`config.mk`:
```
export PLATFORM = sky130hd
export DESIGN_NAME = tdm_link
export DESIGN_NICKNAME = d
export VERILOG_FILES = /design/src/rtl/tdm_pkg.sv /design/src/rtl/tdm_ctrl.sv /design/src/rtl/tdm_dp.sv /design/src/rtl/tdm_link.sv
export SDC_FILE = /design/constraint.sdc
export NUM_CORES = 1
export LEC_CHECK = 0
export ABC_AREA = 1
export BUFFER_PORTS_ARGS = -buffer_cell sky130_fd_sc_hd__buf_4
export CAP_MARGIN = 20
export CORE_AREA = 2 2 39 41
export DETAILED_ROUTE_END_ITERATION = 6
export DIE_AREA = 0 0 41 43
export GPL_TIMING_DRIVEN = 1
export PLACE_DENSITY_LB_ADDON = 0.08
export SLEW_MARGIN = 40
export SYNTH_ARGS = -nofsm -noshare
export SYNTH_HDL_FRONTEND = slang
export SYNTH_HIERARCHICAL = 1
export SYNTH_SLANG_ARGS = --single-unit
```
`constraint.sdc`:
```
create_clock -name clk -period 1.9 [get_ports clk]
set_input_delay 0.38 -clock clk [delete_from_list [all_inputs] [get_ports clk]]
set_output_delay 0.38 -clock clk [all_outputs]
set_load 0.005 [all_outputs]
```
`src/rtl/tdm_pkg.sv`:
```
package tdm_pkg;

  parameter int unsigned NUM_CH = 4;
  localparam int unsigned SEL_W = (NUM_CH > 1) ? $clog2(NUM_CH) : 1;
  localparam int unsigned LAST_SLOT = NUM_CH - 1;

  // Strobes handed from control to datapath each cycle
  typedef struct packed {
    logic [NUM_CH-1:0] txEnN;   // active-low source enables
    logic [NUM_CH-1:0] rxLoad;  // receive register load strobes
    logic              clrRx;   // clear all receive registers
  } strobe_t;

endpackage

```
`src/rtl/tdm_ctrl.sv`:
```
module tdm_ctrl
  import tdm_pkg::*;
(
  input  logic    clk,
  input  logic    rst,
  output strobe_t strb
);

  logic [SEL_W-1:0] txSlot;
  logic [SEL_W-1:0] rxSlot;

  // Sending-end slot counter
  always_ff @(posedge clk) begin
    if (rst)
      txSlot <= '0;
    else if (txSlot == SEL_W'(LAST_SLOT))
      txSlot <= '0;
    else
      txSlot <= txSlot + 1'b1;
  end

  // Receiving-end slot counter, aligned by the shared reset
  always_ff @(posedge clk) begin
    if (rst)
      rxSlot <= '0;
    else if (rxSlot == SEL_W'(LAST_SLOT))
      rxSlot <= '0;
    else
      rxSlot <= rxSlot + 1'b1;
  end

  // Decoders: active-low enables for senders, active-high loads for receivers
  for (genvar i = 0; i < NUM_CH; i++) begin : g_dec
    assign strb.txEnN[i]  = (txSlot != SEL_W'(i));
    assign strb.rxLoad[i] = (rxSlot == SEL_W'(i));
  end

  assign strb.clrRx = rst;

endmodule

```
`src/rtl/tdm_dp.sv`:
```
module tdm_dp
  import tdm_pkg::*;
(
  input  logic              clk,
  input  strobe_t           strb,
  input  logic [NUM_CH-1:0] txIn,
  output logic              lineData,
  output logic [NUM_CH-1:0] rxOut
);

  logic [NUM_CH-1:0] drive;

  // Each source contributes only while its enable is low; the rest are disconnected
  for (genvar i = 0; i < NUM_CH; i++) begin : g_src
    assign drive[i] = ~strb.txEnN[i] & txIn[i];
  end

  assign lineData = |drive;

  // Receive holding registers, one per channel
  for (genvar i = 0; i < NUM_CH; i++) begin : g_rx
    logic held;
    always_ff @(posedge clk) begin
      if (strb.clrRx)
        held <= 1'b0;
      else if (strb.rxLoad[i])
        held <= lineData;
    end
    assign rxOut[i] = held;
  end

endmodule

```
`src/rtl/tdm_link.sv`:
```
module tdm_link
  import tdm_pkg::*;
(
  input  logic              clk,
  input  logic              rst,
  input  logic [NUM_CH-1:0] txIn,
  output logic [NUM_CH-1:0] txEnN,
  output logic              lineData,
  output logic [NUM_CH-1:0] rxOut
);

  strobe_t strb;

  tdm_ctrl i_ctrl (
    .clk  (clk),
    .rst  (rst),
    .strb (strb)
  );

  tdm_dp i_dp (
    .clk      (clk),
    .strb     (strb),
    .txIn     (txIn),
    .lineData (lineData),
    .rxOut    (rxOut)
  );

  assign txEnN = strb.txEnN;

endmodule

```
==> metrics, run 1 <==
leakage power summed over all cells=approximately 0.34 nW; first-pass GRT wire length=around 1200 µm; maximum buffer depth of the clock tree=2; Final setup violation count=0; slowest library cell on the worst path=sky130_fd_sc_hd__dfxtp_1; Synth Flop Type=sky130_fd_sc_hd__dfxtp_1; category of the most critical setup path=reg -> out; Avg Vias per Cell=slightly below 4; Post-Place Cells=85; NumNets Final=approximately 90; proportion of layout cells with a drive suffix above 1=0.315; most common cell in the netlist=sky130_fd_sc_hd__inv_1; port bufs=14; via count=353; number of synthesized flops with an enable pin=0; Syn Nets=74; cells taking the most area after synthesis=sky130_fd_sc_hd__dfxtp_1 35%, sky130_fd_sc_hd__ha_1 22%, sky130_fd_sc_hd__inv_1 13%; capturing point of the worst reg2reg path=i_dp/g_rx[0].held; Mapped Cells=60; Critical Path Most Common Cell=sky130_fd_sc_hd__inv_1; Clk pin slew, worst setup/hold paths=50 ps; average footprint of a synthesized cell=7.65 µm²; Max IR drop VDD=0.352 mV; portion of synthesized cell area occupied by the leading cell type=0.349; number of fill cells in the layout=roughly 160; Hold Path End=i_ctrl/txSlot[0]; final clock skew=approximately 1.1 ps; grt total ovfl=0; Hold-fix buffers, CTS=0; maximum single-stage delay on the critical path=350 ps; slack of the worst reg-to-reg path=approximately 660 ps; worst path buffer plus inverter count=5; synthesized area=~460 µm²; RD Place Congestion=0.664; TritonCTS clock tree=built; number of standard-cell rows in the floorplan=14; H-tree levels=1; setup_tns=0 ps; max-slew violations=0; antenna violations before repair=0; required time at the worst-slack endpoint=approximately 1500 ps; Critical Path Fanout Max=3; Hold Vio Cnt, Final=0; library cell used as clock root buffer=sky130_fd_sc_hd__clkbuf_4; path depth of the worst reg2reg path=9; DIE WIDTH=approximately 41 µm; data arrival at the endpoint of the critical path=~1400 ps; achievable clock frequency=0.578 GHz; transition time of the tightest slew-check pin=around 150 ps; portion of the clock cycle consumed by the worst path in the final layout=0.911; die span in y=around 43 µm; IO Count=15; count of distinct cell types in the synthesized netlist=11; start point of the worst min-delay path=rst; hold depth=4; post-synth top area cell=sky130_fd_sc_hd__dfxtp_1; Routed WL=761 µm; post-synthesis register bit count=8; headroom to the max-slew limit=0.902; number of warnings reported in the yosys synthesis log=6; max-cap check violation count=0; drt first-iter violations=5; sequential fraction of the synthesis area=0.349; total power density per cell area=794 mW/mm²; global-route usage over all layers=0.109; number of antenna-violating nets in the routed design=0; core footprint=between 0.001 and 0.0015 mm²; count of placed standard cells in the final layout, fillers left out=89; critical path endpoint category=primary output; synth-to-layout area growth=27.0%; result of the run=finished clean; WL/cell=8.55 µm; Tmin final=~1700 ps; clock latency on the worst-skew pair=250 ps; beginning of the worst register-to-register path=i_ctrl/txSlot[1]; cell chain of the critical path=inv_1, ha_1, inv_1, inv_1, nand2_1, nand2_1, nor2_4, inv_1, buf_4; antenna cells=0; Detailed Routing Iterations Pass 1=4; # clock sinks=8; pin count of the biggest net entering global routing=6; worst hold margin=381 ps; number of global-route vias before repair=312; Detail Placement HPWL=around 610 µm; total die area=0.00176 mm²; Power Total=about 0.46 mW; path class of the lowest-slack min-delay path=in -> reg; total clock buffers created by CTS=3; share of flip-flops with an asynchronous set or reset=0; cell family with most CP delay=flip-flops; starting density of the core=0.332; leading cell types by count after synthesis=16 x sky130_fd_sc_hd__inv_1, 8 x sky130_fd_sc_hd__dfxtp_1, 8 x sky130_fd_sc_hd__ha_1; DRC errors left=0; element type at the critical path start=flip-flop; setup repair after global routing missed its margin=no
## final cells by class
cell class / instances / area, µm² / share of cell area
multi-input combinational: 29 / 199 / 0.341
timing repair buffer: 15 / 113 / 0.193
clock buffer: 3 / 22.5 / 0.0386
tap: 16 / 20.0 / 0.0343
sequential: 8 / 161 / 0.277
inverter: 18 / 67.6 / 0.116
## logic make-up after synthesis
logic type      count (synthesis)  share of synthesized area
compound gates                  8                     0.0872
flops                           8                      0.349
fa+ha+maj                       8                      0.218
simple gates                   13                      0.117
buf+inv                        23                      0.229
## cell usage in the layout, fill, tap and decap left out
master and count:
sky130_fd_sc_hd__a21oi_1 4, sky130_fd_sc_hd__buf_4 15, sky130_fd_sc_hd__clkbuf_4 3, sky130_fd_sc_hd__dfxtp_1 7, sky130_fd_sc_hd__dfxtp_2 1, sky130_fd_sc_hd__ha_1 8
sky130_fd_sc_hd__inv_1 16, sky130_fd_sc_hd__inv_2 2, sky130_fd_sc_hd__nand2_1 7, sky130_fd_sc_hd__nand2_2 1, sky130_fd_sc_hd__nor2_1 4, sky130_fd_sc_hd__nor2_4 1
sky130_fd_sc_hd__o21ai_0 4
## per-stage QoR
step | util | setup WS (ps) | area [µm²]
after global routing | 0.421 | 8.92 | 583
after CTS | 0.415 | 30.7 | 574
after detailed placement | 0.395 | 274 | 547
after floorplan | - | 497 | 459
final | 0.421 | 170 | 583
after global placement | 0.395 | 289 | 547
## layer usage
metal,vias up,part of all wire,global-route usage
met2,16,0.40,0.131
met4,0,0,0.0600
li1,195,-,-
met3,0,0.11,0.0785
met1,142,0.49,0.136
met5,-,0,0
## worst max-delay path by stage
stage                          end             start  cells after the start  slack [ps]
after floorplan           lineData  i_ctrl/txSlot[0]                      8         500
after global placement    lineData  i_ctrl/txSlot[0]                      9         290
after detailed placement  lineData  i_ctrl/txSlot[0]                      9         270
after CTS                 lineData  i_ctrl/txSlot[0]                      9          30
after global routing      lineData  i_ctrl/txSlot[1]                      9           9
final                     lineData  i_ctrl/txSlot[1]                      9         170
## flip-flops by register name, indices dropped and copies added, names as in the netlist
register        flops
i_ctrl/rxSlot       2
i_ctrl/txSlot       2
i_dp/g_rx.held      4
## where the power goes
group          switching (mW)  internal (mW)
sequential             0.0146          0.190
combinational          0.0639         0.0714
clock                  0.0510         0.0718
total                   0.129          0.334
## tightest hold or removal path, cell delays in order
cell and delay, ps:
sky130_fd_sc_hd__buf_4 90, sky130_fd_sc_hd__inv_2 30, sky130_fd_sc_hd__nand2_2 60, sky130_fd_sc_hd__nor2_1 30
## repair_timing
item	4_1_cts	5_1_grt
resized for setup	1	1
gates cloned	0	0
pin swaps	0	1
hold endpoints to repair	0	0
endpoints found under the setup margin	1	1
buffers inserted	0	1
No activity file was read; power rests on OpenSTA's default activity.
==> run 2, diff against run 1 <==
--- a/config.mk
+++ b/config.mk
@@ -7,3 +7,2 @@
 export LEC_CHECK = 0
-export ABC_AREA = 1
 export BUFFER_PORTS_ARGS = -buffer_cell sky130_fd_sc_hd__buf_4
==> constraint.sdc (replaced) <==
create_clock -name clk -period 1.9 [get_ports clk]
set_input_delay 0.095 -clock clk [delete_from_list [all_inputs] [get_ports clk]]
set_output_delay 0.095 -clock clk [all_outputs]
set_load 0.005 [all_outputs]
==> run 2 against run 1 <==
  * Clock power is essentially flat
  * Sequential share of layout area shrank 0.62 points
  * Register-to-register slack lost 250 ps
  * Non-clock buffer count is the same
  * Area after synthesis grew 3.3%
  * Routed wire length shrank 13%
  * Critical endpoint unchanged
  * Highest routed layer is now met4
==> metrics, run 2 <==
portion of the clock cycle consumed by the worst path in the final layout=0.880; clock latency on the worst-skew pair=~250 ps; Hold-fix buffers, CTS=0; number of standard-cell rows in the floorplan=14; most frequent cells in the layout=15 x sky130_fd_sc_hd__buf_4, 10 x sky130_fd_sc_hd__inv_1, 8 x sky130_fd_sc_hd__ha_1, 8 x sky130_fd_sc_hd__dfxtp_1; number of fill cells in the layout=147; critical path endpoint category=primary output; max-slew violations=0; data arrival at the endpoint of the critical path=approximately 1600 ps; worst hold margin=between 80 and 90 ps; count of distinct cell types in the synthesized netlist=12; Avg Vias per Cell=around 4.2; max-cap check violation count=0; number of antenna-violating nets in the routed design=0; post-placement cell area=between 500 and 600 µm²; synthesized area=~470 µm²; Clk pin slew, worst setup/hold paths=about 50 ps; leading registers by flop count=i_dp/g_rx.held x4, i_ctrl/rxSlot x2, i_ctrl/txSlot x2; number of gates resized after CTS=0; slowest library cell on the worst path=sky130_fd_sc_hd__dfxtp_1; portion of synthesized cell area occupied by the leading cell type=0.338; drt first-iter violations=10; maximum single-stage delay on the critical path=about 380 ps; starting density of the core=0.343; Synth Flop Type=sky130_fd_sc_hd__dfxtp_1; WL/cell=about 8.7 µm; cell chain of the critical path=inv_1, ha_1, inv_1, nor2b_1, a2111oi_4, inv_1, buf_4; Tmin final=approximately 1700 ps; category of the most critical setup path=reg -> out; leading cell types by count after synthesis=10 x sky130_fd_sc_hd__inv_1, 8 x sky130_fd_sc_hd__dfxtp_1, 8 x sky130_fd_sc_hd__ha_1; library cell used as clock root buffer=sky130_fd_sc_hd__clkbuf_4; Final Instance Area=about 590 µm²; pin count of the biggest net entering global routing=9; H-tree levels=1; most common cell in the netlist=sky130_fd_sc_hd__inv_1; DRC errors left=0; post-synthesis register bit count=8; core footprint=about 0.0014 mm²; Hold Vio Cnt, Final=0; final clock skew=5.68 ps; global-route usage over all layers=0.0894; TritonCTS clock tree=built; number of global-route vias before repair=275; proportion of layout cells with a drive suffix above 1=0.383; cells taking the most area after synthesis=sky130_fd_sc_hd__dfxtp_1 34%, sky130_fd_sc_hd__ha_1 21%, sky130_fd_sc_hd__buf_4 7.9%; first-pass GRT wire length=around 1000 µm; Routed WL=around 660 µm; setup repair after global routing missed its margin=no; port bufs=14; total clock buffers created by CTS=3; number of warnings reported in the yosys synthesis log=6; Final setup violation count=0; Detailed Routing Iterations Pass 1=4; path class of the lowest-slack min-delay path=in -> reg; average footprint of a synthesized cell=roughly 10 µm²; sequential fraction of the synthesis area=0.338; antenna cells=0; number of synthesized flops with an enable pin=0; antenna violations before repair=0; grt total ovfl=0; Detail Placement HPWL=between 500 and 600 µm; die span in y=43 µm; element type at the critical path start=flip-flop; setup_tns=0 ps; total die area=~0.0018 mm²; result of the run=finished clean; total power density per cell area=802 mW/mm²; IO Count=15; share of flip-flops with an asynchronous set or reset=0; Max IR drop VDD=~0.38 mV; Reg with most FFs=i_dp/g_rx.held; achievable clock frequency=between 0.5 and 0.6 GHz; synth-to-layout area growth=24.8%; Critical Path Most Common Cell=sky130_fd_sc_hd__inv_1; Syn Nets=between 60 and 70; via count=approximately 320; required time at the worst-slack endpoint=1800 ps; RD Place Congestion=about 0.64; max FFs per register=4; # clock sinks=8; most common cell after layout, fill and taps aside=sky130_fd_sc_hd__buf_4; Mapped Cells=47; Critical Path Fanout Max=4; maximum buffer depth of the clock tree=2; transition time of the tightest slew-check pin=between 200 and 300 ps; leakage power summed over all cells=roughly 0.29 nW; headroom to the max-slew limit=0.821; post-synth top area cell=sky130_fd_sc_hd__dfxtp_1; DIE WIDTH=41 µm; NumNets Final=76
[run 2: final cells by class]
| cell class | instances | area [µm²] | share of cell area |
|---|---|---|---|
| clock buffers | 3 | 22.5 | 0.0381 |
| repair buffers | 15 | 113 | 0.190 |
| multi-input cells | 24 | 239 | 0.404 |
| inverters | 10 | 37.5 | 0.0634 |
| flip-flops and latches | 8 | 160 | 0.271 |
| well taps | 16 | 20.0 | 0.0338 |
[run 2: where the power goes]
group | switching [mW] | leakage, nW | internal, mW
Combinational | 0.0610 | 0.209 | 0.0826
Sequential | 0.0157 | 0.0662 | 0.190
Clock | 0.0528 | 0.0138 | 0.0719
Total | 0.130 | 0.289 | 0.345
[run 2: worst max-delay path: cells and delay by family, from the launching register on]
kind                       cells  cell delay, ps
AOI/OAI and AO/OA              1             330
adders and majority gates      1             200
buffers and inverters          4             360
DFF                            1             380
and+or+nand+nor                1              70
[run 2: cell families after synthesis]
family                   share of synthesized area
adder cells (fa/ha/maj)                      0.211
AO/OA/AOI/OAI                                0.121
AND/OR/NAND/NOR                              0.171
flip-flops                                   0.338
buffers and inverters                        0.158
[run 2: path summary, 6_finish.rpt]
kind	from	to	slack (ps)	cells after the start
setup / recovery	i_ctrl/txSlot[0]	lineData	230	7
hold / removal	rst	i_dp/g_rx[2].held	80	2
setup reg to reg	i_ctrl/txSlot[0]	i_dp/g_rx[3].held	410	7
hold reg to reg	i_ctrl/txSlot[0]	i_ctrl/txSlot[0]	490	1
[run 2: stage by stage]
stage                     instances  worst slack (ps)  power [mW]   util
after floorplan                  47               506       0.302      -
after global placement           72               367       0.350  0.406
after detailed placement         72               344       0.350  0.406
after CTS                        75              73.9       0.478  0.422
after global routing             76              62.4       0.519  0.428
final                            76               227       0.475  0.428
[run 2: repair_timing]
action                     CTS  global route
setup endpoints to repair    0             1
hold endpoints to repair     0             0
buffers inserted             0             1
[run 2: per-layer routing]
layer | wire, µm | part of all wire | GRT usage | vias up
li1 | - | - | - | 173
met2 | 294 | 0.44 | 0.122 | 11
met5 | 0 | 0 | 0 | -
met4 | 10 | 0.015 | 0.0400 | 0
met1 | 292 | 0.44 | 0.103 | 135
met3 | 63 | 0.095 | 0.0628 | 2
